**config.mk**
```make
export PLATFORM = sky130hd
export DESIGN_NAME = pc_sequencer
export DESIGN_NICKNAME = d
export VERILOG_FILES = /design/src/rtl/pc_seq_pkg.sv /design/src/rtl/pc_phase_ctr.sv /design/src/rtl/pc_ret_stack.sv /design/src/rtl/pc_next_sel.sv /design/src/rtl/pc_sequencer.sv
export SDC_FILE = /design/constraint.sdc
export NUM_CORES = 1
export LEC_CHECK = 0
export BUFFER_PORTS_ARGS = -buffer_cell sky130_fd_sc_hd__buf_4
export CAP_MARGIN = 15
export CORE_MARGIN = 5
export CORE_UTILIZATION = 49
export CTS_BUF_LIST = sky130_fd_sc_hd__clkbuf_4 sky130_fd_sc_hd__clkbuf_8 sky130_fd_sc_hd__clkbuf_16
export CTS_CLUSTER_SIZE = 24
export DETAILED_ROUTE_END_ITERATION = 12
export PLACE_DENSITY = 0.64
export SLEW_MARGIN = 20
export SYNTH_ARGS = -nofsm -noshare
export SYNTH_HDL_FRONTEND = slang
export SYNTH_SLANG_ARGS = --single-unit
```
**constraint.sdc**
```tcl
create_clock -name clk -period 2.9 [get_ports clk]
set_input_delay 0.145 -clock clk [delete_from_list [all_inputs] [get_ports clk]]
set_output_delay 0.145 -clock clk [all_outputs]
set_load 0.02 [all_outputs]
```
**src/rtl/pc_seq_pkg.sv**
```systemverilog
package pc_seq_pkg;

    typedef enum logic [1:0] {
        PH_0 = 2'd0,
        PH_1 = 2'd1,
        PH_2 = 2'd2,
        PH_3 = 2'd3
    } phase_e;

    typedef enum logic [2:0] {
        ACT_STEP,
        ACT_SKIP,
        ACT_JUMP,
        ACT_CALL,
        ACT_POP,
        ACT_TRAP
    } act_e;

endpackage

```
**src/rtl/pc_phase_ctr.sv**
```systemverilog
module pc_phase_ctr
    import pc_seq_pkg::*;
(
    input  logic   clk,
    input  logic   rst_n,
    output phase_e phase_o,
    output logic   commit_o
);

    typedef struct packed {
        phase_e ph;
    } ph_state_t;

    ph_state_t st_d, st_q;

    always_comb begin
        st_d    = st_q;
        st_d.ph = phase_e'(st_q.ph + 2'd1);
    end

    always_ff @(posedge clk or negedge rst_n) begin
        if (!rst_n) st_q <= '{ph: PH_0};
        else        st_q <= st_d;
    end

    assign phase_o  = st_q.ph;
    assign commit_o = (st_q.ph == PH_3);

endmodule

```
**src/rtl/pc_ret_stack.sv**
```systemverilog
module pc_ret_stack #(
    parameter int DEPTH = 8,
    parameter int W     = 11
) (
    input  logic         clk,
    input  logic         rst_n,
    input  logic         push_i,
    input  logic         pop_i,
    input  logic [W-1:0] push_data_i,
    output logic [W-1:0] top_o,
    output logic         ovf_o
);

    localparam int SP_W  = (DEPTH > 1) ? $clog2(DEPTH) : 1;
    localparam int CNT_W = $clog2(DEPTH + 1);
    localparam logic [SP_W-1:0]  SP_LAST  = SP_W'(DEPTH - 1);
    localparam logic [CNT_W-1:0] CNT_FULL = CNT_W'(DEPTH);

    typedef struct packed {
        logic [DEPTH-1:0][W-1:0] mem;
        logic [SP_W-1:0]         sp;
        logic [CNT_W-1:0]        cnt;
        logic                    ovf;
    } stk_state_t;

    stk_state_t      st_d, st_q;
    logic [SP_W-1:0] sp_up, sp_dn;

    always_comb begin
        sp_up = (st_q.sp == SP_LAST) ? '0 : st_q.sp + SP_W'(1);
        sp_dn = (st_q.sp == '0) ? SP_LAST : st_q.sp - SP_W'(1);
        st_d  = st_q;
        if (push_i) begin
            st_d.mem[st_q.sp] = push_data_i;
            st_d.sp           = sp_up;
            if (st_q.cnt == CNT_FULL) st_d.ovf = 1'b1;
            else                      st_d.cnt = st_q.cnt + CNT_W'(1);
        end else if (pop_i && st_q.cnt != '0) begin
            st_d.sp  = sp_dn;
            st_d.cnt = st_q.cnt - CNT_W'(1);
        end
    end

    always_ff @(posedge clk or negedge rst_n) begin
        if (!rst_n) st_q <= '0;
        else        st_q <= st_d;
    end

    assign top_o = st_q.mem[sp_dn];
    assign ovf_o = st_q.ovf;

endmodule

```
**src/rtl/pc_next_sel.sv**
```systemverilog
module pc_next_sel
    import pc_seq_pkg::*;
#(
    parameter int PC_W     = 11,
    parameter int VEC_ADDR = 4
) (
    input  logic            commit_i,
    input  logic [PC_W-1:0] pc_i,
    input  logic            ie_i,
    input  logic            goto_i,
    input  logic            call_i,
    input  logic            ret_i,
    input  logic            retfie_i,
    input  logic            skip_i,
    input  logic            irq_i,
    input  logic [PC_W-1:0] target_i,
    input  logic [PC_W-1:0] stack_top_i,
    output act_e            act_o,
    output logic [PC_W-1:0] pc_next_o,
    output logic            ie_next_o,
    output logic            push_o,
    output logic            pop_o,
    output logic [PC_W-1:0] push_data_o
);

    logic [PC_W-1:0] pc_inc1, pc_inc2;

    always_comb begin
        pc_inc1 = pc_i + PC_W'(1);
        pc_inc2 = pc_i + PC_W'(2);

        if (irq_i && ie_i)              act_o = ACT_TRAP;
        else if (goto_i)                act_o = ACT_JUMP;
        else if (call_i)                act_o = ACT_CALL;
        else if (ret_i || retfie_i)     act_o = ACT_POP;
        else if (skip_i)                act_o = ACT_SKIP;
        else                            act_o = ACT_STEP;

        pc_next_o   = pc_inc1;
        ie_next_o   = ie_i;
        push_o      = 1'b0;
        pop_o       = 1'b0;
        push_data_o = pc_inc1;

        unique case (act_o)
            ACT_TRAP: begin
                pc_next_o   = PC_W'(VEC_ADDR);
                ie_next_o   = 1'b0;
                push_o      = commit_i;
                push_data_o = pc_i;
            end
            ACT_JUMP: pc_next_o = target_i;
            ACT_CALL: begin
                pc_next_o = target_i;
                push_o    = commit_i;
            end
            ACT_POP: begin
                pc_next_o = stack_top_i;
                pop_o     = commit_i;
                if (retfie_i) ie_next_o = 1'b1;
            end
            ACT_SKIP: pc_next_o = pc_inc2;
            default:  pc_next_o = pc_inc1;
        endcase
    end

endmodule

```
**src/rtl/pc_sequencer.sv**
```systemverilog
module pc_sequencer
    import pc_seq_pkg::*;
#(
    parameter int PC_W        = 11,
    parameter int STACK_DEPTH = 8,
    parameter int VEC_ADDR    = 4
) (
    input  logic            clk,
    input  logic            rst_n,
    input  logic            op_goto,
    input  logic            op_call,
    input  logic            op_return,
    input  logic            op_retfie,
    input  logic            skip_req,
    input  logic [PC_W-1:0] jump_target,
    input  logic            irq,
    output logic [PC_W-1:0] pc_addr,
    output logic            stk_ovf,
    output logic [1:0]      phase
);

    typedef struct packed {
        logic [PC_W-1:0] pc;
        logic            ie;
    } seq_state_t;

    seq_state_t      st_d, st_q;
    phase_e          ph;
    logic            commit;
    act_e            act;
    logic [PC_W-1:0] pc_next, push_data, stack_top;
    logic            ie_next, push, pop;
    logic            irq_en;

    pc_phase_ctr i_phase (
        .clk      (clk),
        .rst_n    (rst_n),
        .phase_o  (ph),
        .commit_o (commit)
    );

    pc_next_sel #(
        .PC_W     (PC_W),
        .VEC_ADDR (VEC_ADDR)
    ) i_next (
        .commit_i    (commit),
        .pc_i        (st_q.pc),
        .ie_i        (st_q.ie),
        .goto_i      (op_goto),
        .call_i      (op_call),
        .ret_i       (op_return),
        .retfie_i    (op_retfie),
        .skip_i      (skip_req),
        .irq_i       (irq),
        .target_i    (jump_target),
        .stack_top_i (stack_top),
        .act_o       (act),
        .pc_next_o   (pc_next),
        .ie_next_o   (ie_next),
        .push_o      (push),
        .pop_o       (pop),
        .push_data_o (push_data)
    );

    pc_ret_stack #(
        .DEPTH (STACK_DEPTH),
        .W     (PC_W)
    ) i_stack (
        .clk         (clk),
        .rst_n       (rst_n),
        .push_i      (push),
        .pop_i       (pop),
        .push_data_i (push_data),
        .top_o       (stack_top),
        .ovf_o       (stk_ovf)
    );

    always_comb begin
        st_d = st_q;
        if (commit) begin
            st_d.pc = pc_next;
            st_d.ie = ie_next;
        end
    end

    always_ff @(posedge clk or negedge rst_n) begin
        if (!rst_n) st_q <= '{pc: '0, ie: 1'b1};
        else        st_q <= st_d;
    end

    assign pc_addr = st_q.pc;
    assign phase   = ph;
    assign irq_en  = st_q.ie;

endmodule

```
* After elaboration in Yosys (flattened, before gate mapping) *
Cells that the tools add are included.

operators by class
  $add $sub $neg = 7
  $lt $le $gt $ge = 3
  equality and inequality tests = 10
  multiplexer cells = 21
  reduce and logical (&&, ||, !) cells = 13

operator list
  kind                                                         count
  bitwise mux 88 bit                                           1
  one-hot mux 11 bit (4 select lines)                          1
  binary-select mux 11 bit (select 3 bit)                      1
  demux 11 bit (select 3 bit)                                  1
  two-way mux 11 bit                                           3
  two-way mux 3 bit                                            6
  two-way mux 7 bit                                            2
  adder 11 x 1 -> 11 bit (second input constant)               1
  adder 11 x 2 -> 11 bit (second input constant)               1
  == test 3 bit (second input constant)                        3
  less-than comparator 3 x 4 -> 1 bit (second input constant)  2
  == test 3 x 2 -> 1 bit (second input constant)               2
  adder 4 x 1 -> 4 bit (second input constant)                 1
  == test 4 bit (second input constant)                        1
  two-way mux 1 bit                                            4
  two-way mux 4 bit                                            1
  inequality test 2 bit (second input constant)                2
  AND reduction 2 bit                                          2
  nonzero test 2 bit                                           2
  nonzero test 4 bit                                           1
  OR reduction 2 bit                                           2
  subtractor 4 x 1 -> 4 bit (second input constant)            1
  adder 3 x 1 -> 3 bit (second input constant)                 1
  == test 3 x 1 -> 1 bit (second input constant)               1
  other kinds (9)                                              11

storage, ports and cells
  flip-flop bits (word level) = 110
  input port bits = 19
  word-level logic and storage cells = 68

* Depth between registers and ports, before layout *
  depth after elaboration = 10
  mapped depth = 10
  gate-level depth less buffers = 8

* Hierarchy *
From an unflattened synthesis, not the netlist that was laid out.

unflattened totals
  cells, all modules = 494
  area, all modules = 5964.5 µm²

by module, submodules not included
  module        instances  cells an instance  area each (µm²)  seq. area each (µm²)
  pc_ret_stack  1          332                4576.9           2402.3
  pc_next_sel   1          133                835.8            0.0
  pc_sequencer  1          25                 485.5            301.5
  pc_phase_ctr  1          4                  66.3             50.0

* Worst setup path before layout *
No wires, ideal clock.

  path kind = reg-to-reg
  start = register i_stack.st_q[5] in the netlist's numbering
  end = register st_q (netlist bit pc_addr[6])
  data arrival time = 2073 ps
  data required time = 2768 ps
  slack = 696 ps
  cell stages (with the launch flop) = 9
  buffers on the path = 1
  period minus slack after synthesis = 2204 ps
  cells stage by stage = dfrtp_1 inv_1 ha_1 ha_1 nand2b_2 buf_4 mux4_2 o2111ai_1 a31oi_1

on the way
  longest elaborated chain between the ends = 5
  elaborated cells on any way between the ends = 6
  those cells by class = add/sub: 1; mux: 4; reduce/logical: 1

ends and longest elaborated chain
  what                                                          line                RTL
  start, declared                                               pc_ret_stack.sv:26  stk_state_t st_d, st_q;
  start signal, assigned                                        pc_ret_stack.sv:46  else st_q <= st_d;
  subtractor 3 x 1 -> 3 bit or zero test 3 bit (tied branches)  pc_ret_stack.sv:31  sp_dn = (st_q.sp == '0) ? SP_LAST : st_q.sp - SP_W'(1);
  two-way mux 3 bit (*)                                         pc_ret_stack.sv:31
  binary-select mux 11 bit (select 3 bit) (*)                   pc_ret_stack.sv:49  assign top_o = st_q.mem[sp_dn];
  two-way mux 11 bit (implied by the code) (*)                  pc_ret_stack.sv:49
  one-hot mux 11 bit (4 select lines) (*)                       pc_next_sel.sv:45   unique case (act_o)
  end signal, assigned                                          pc_sequencer.sv:87  if (!rst_n) st_q <= '{pc: '0, ie: 1'b1};
  end signal, assigned                                          pc_sequencer.sv:88  else st_q <= st_d;
  end, declared                                                 pc_sequencer.sv:27  seq_state_t st_d, st_q;

Mark *: on every way between the ends. The rest lies on a longest branch, timed or not. The select of a mux whose other input is x is not followed.
A chain may end at the register's enable or synchronous reset.

* Worst setup path after layout *
  start = register i_stack.st_q[6] in the netlist's numbering
  end = register st_q (netlist bit pc_addr[8])

The elaborated chain is that of the path after synthesis.

==> results by group <==
Detailed routing
  • WL final: roughly 15000 um
  • Vias per cell: between 5 and 6
  • Antenna-violating nets left: 0
  • DR iter-0 viols: 513
  • Pre-antenna DRT Iters: 5
  • Routed WL per cell: 18.8 um
  • Vias: 4588
  • Residual DRC count: 0

Flow run
  • Max Cap Viol: 0

Logic synthesis
  • Cell Area, Synth: around 5600 um^2
  • Synth Flop Type: dfrtp_1
  • Post-synth EDFFs: 0
  • Post-Synthesis Net Count: 631
  • Yosys top cell by area: dfrtp_1
  • Asr flop ratio synth: 100%
  • Yosys cell types: 54
  • Syn Area/Cell: 9.23 um^2
  • #FFs+latches synth: 110
  • Yosys warns: 0
  • Post-synthesis cell count: a little over 600
  • Leading post-synthesis cells by cell area: dfrtp_1, nand2_1, o21ai_0
  • Seq/Total Area, Yosys: around 49%
  • Synth top area share: between 40% and 50%

Layout
  • Post-layout util: about 56%
  • Layout cells sized above 1: 14.6%
  • Synth-to-Final Area Change: 12.9%
  • Nets@finish: 659
  • Fillers: between 900 and 1000
  • N_diodes: 0

Floorplan
  • Die H: about 120 um
  • Die Area: approximately 14000 um^2
  • Core box area: ~11000 um^2
  • Initial Utilization: between 40% and 50%
  • Rows: 39
  • Ports: 33
  • Die X: 117 um

Min path
  • Worst Hold End: pc_addr[5]
  • Cell count of the worst hold path: 3
  • Hold crit path type: in -> reg
  • Hold_sp: jump_target[5]

STA
  • RSZ-0062 raised after global routing: false
  • Final min period: between 2000 and 3000 ps
  • FMAX: 389 MHz
  • Setup TNS Final: 0 ps
  • Slew Limit Fails: 0
  • Final Hold Violating Endpoints: 0
  • Final setup violation count: 0
  • Final period utilization: approximately nine tenths
  • Clk_skew: 9.18 ps
  • Slack of the critical path: 327 ps
  • Relative slew slack: between 40% and 50%
  • Slew @ Worst Pin: ~860 ps

Power and ir drop
  • Seq pwr share: about two fifths
  • Comb power frac: about two fifths
  • Switching part of the total: 40.7%
  • VDD IR-drop max: about 370 uV
  • Switching Power: between 2 and 3 mW
  • Pleak: 2.67 nW
  • Internal power: between 3 and 4 mW
  • Power per cell area: just over 1000 nW/um^2
  • Clock share of power: about 18%

Clocking
  • Worst-skew pair later-pin latency: between 300 and 400 ps
  • CTS sink count: between 100 and 150
  • CTS tree: built
  • Clock transition at path regs: 70 ps
  • CTS Buf Count: 9
  • Clock Tree Buf Depth: 2
  • CTS Root Cell: clkbuf_16
  • H-Tree Depth: 3

Run status
  • Status: complete, no violations

Worst setup path
  • Worst setup EP type: register
  • Worst Path Arrival: between 2000 and 3000 ps
  • R2r setup slk: approximately 330 ps
  • R2R Path Start: i_stack.st_q[6]
  • Most frequent CP cell: ha_1
  • Worst Setup Path Type: reg -> reg
  • Crit-path slowest cell: dfrtp_1
  • Critical R2R Capture: pc_addr[8]
  • Critical Path Max Stage Delay: between 400 and 500 ps
  • Top delay family on crit path: buffers and inverters
  • Worst EP required: roughly 3200 ps
  • CP Buf/Inv Count: 2
  • Cells on worst reg2reg path: 9
  • Max Fanout on Critical Path: 21
  • Setup crit start kind: register
  • CP Cell Sequence: inv_1 -> ha_1 -> ha_1 -> nor2b_2 -> buf_4 -> nand2_1 -> a32oi_1 -> nand4_1 -> a221oi_1

Place
  • Pre-CTS setup slack: about 220 ps
  • Buffers added on ports: 32
  • Detailed Place HPWL: a little over 10000 um
  • Placer Congestion: between 0.8 and 0.9

GRT
  • Vias in the first global route: approximately 4400
  • Antenna violations before repair: 0
  • Largest net degree at the start of global routing: 57
  • Global-route wire length before repair: ~24000 um
  • Grt ovf: 0
  • Overall routing resource usage: between 20% and 30%
==> registers in the layout, indices dropped and copies added, names as in the netlist <==
signal           cells
irq_en               1
i_stack.st_q        95
i_phase.phase_o      2
i_stack.ovf_o        1
pc_addr             11
==> per-layer routing <==
layer | global-route usage, % | part of all wire (%)
met5 | 0 | 0
met2 | 33.7 | 43
met3 | 4.56 | 7.3
met1 | 32.7 | 46
met4 | 9.33 | 2.8
==> what timing repair did <==
item	CTS	global route
setup endpoints to repair	0	1
hold buffers	1	0
setup buffers	0	0
endpoints found under the hold margin	53	0
gates resized for setup	0	1
==> cell usage in the layout (no fill, tap or decap), types with 8 or more instances in the layout <==
cell	n
ha_1	8
mux4_2	10
dfrtp_1	109
o21ai_0	68
nand4_1	8
nand3_1	25
nor2_1	47
clkbuf_16	9
xnor2_1	12
buf_4	53
mux2i_1	8
a21oi_1	44
nand2_1	122
inv_1	13
nor3_1	10
==> cells by family (layout without fill, tap and decap cells) <==
family / count (synthesis) / after routing / share of synthesized area, %
flops: 110 / 110 / 49.4
xor+xnor: 19 / 19 / 2.99
mux: 20 / 20 / 5.95
fa+ha+maj: 8 / 8 / 1.80
buf+inv: 51 / 84 / 4.15
simple gates: 233 / 233 / 18.3
compound gates: 163 / 163 / 17.4
==> cells in the mapped netlist (all sizes together), types with 2 or more instances <==
| cell | count |
|---|---|
| buf | 21 |
| inv | 13 |
| mux2i | 8 |
| a21oi | 44 |
| mux2 | 2 |
| a221oi | 6 |
| or3 | 3 |
| clkbuf | 16 |
| nand2 | 122 |
| o211ai | 3 |
| nand4 | 8 |
| a22oi | 2 |
| o21a | 4 |
| nor2b | 2 |
| and2 | 3 |
| nor3 | 10 |
| o2111ai | 7 |
| nor4 | 6 |
| o21ai | 69 |
| xor2 | 7 |
| dfrtp | 109 |
| a32oi | 4 |
| nor2 | 47 |
| ha | 8 |
| xnor2 | 12 |
| a31oi | 5 |
| o22ai | 4 |
| mux4 | 10 |
| nand3 | 26 |
| a211oi | 7 |
| or2 | 2 |
==> final cells by class <==
type                       instances  area [um^2]  share of cell area [%]
sequential                       110         2750                    43.7
multi-input combinational        443         2620                    41.7
timing repair buffer              54          408                    6.48
clock buffer                      10          233                    3.70
tap                              143          179                    2.84
inverter                          14         52.6                   0.835
clock inverter                     6         46.3                   0.735
==> how the worst max path moves through the flow <==
stage	from	endpoint	slack, ps	cells past startpoint
4_1_cts	i_stack.st_q[6]	pc_addr[6]	200	7
3_3_place_gp	i_stack.st_q[6]	pc_addr[2]	330	7
6_report	i_stack.st_q[6]	pc_addr[8]	330	9
5_1_grt	i_stack.st_q[6]	pc_addr[1]	10	9
2_1_floorplan	i_stack.st_q[5]	pc_addr[6]	700	8
3_5_place_dp	i_stack.st_q[6]	pc_addr[6]	220	7
==> power by group through the flow <==
stage,Clock (mW),Sequential [mW],Combinational (mW)
2_1_floorplan,0,2.54,1.84
3_3_place_gp,0,2.64,2.54
3_5_place_dp,0,2.65,2.65
4_1_cts,1.18,2.62,2.66
5_1_grt,1.25,2.71,2.97
6_report,1.16,2.63,2.66
==> per-stage QoR <==
step	power (mW)	hold WS (ps)	std cells	area (um^2)
2_1_floorplan	4.38	-151	604	5570
3_3_place_gp	5.18	236	763	6000
3_5_place_dp	5.30	243	763	6000
4_1_cts	6.47	101	780	6290
5_1_grt	6.94	141	780	6290
6_report	6.46	104	780	6290
==> tightest hold or removal path, delay by kind of cell <==
kind / cells / cell delay, ps
compound gates: 2 / 190
buf+inv: 1 / 80
(Power assumes the default switching activity.)
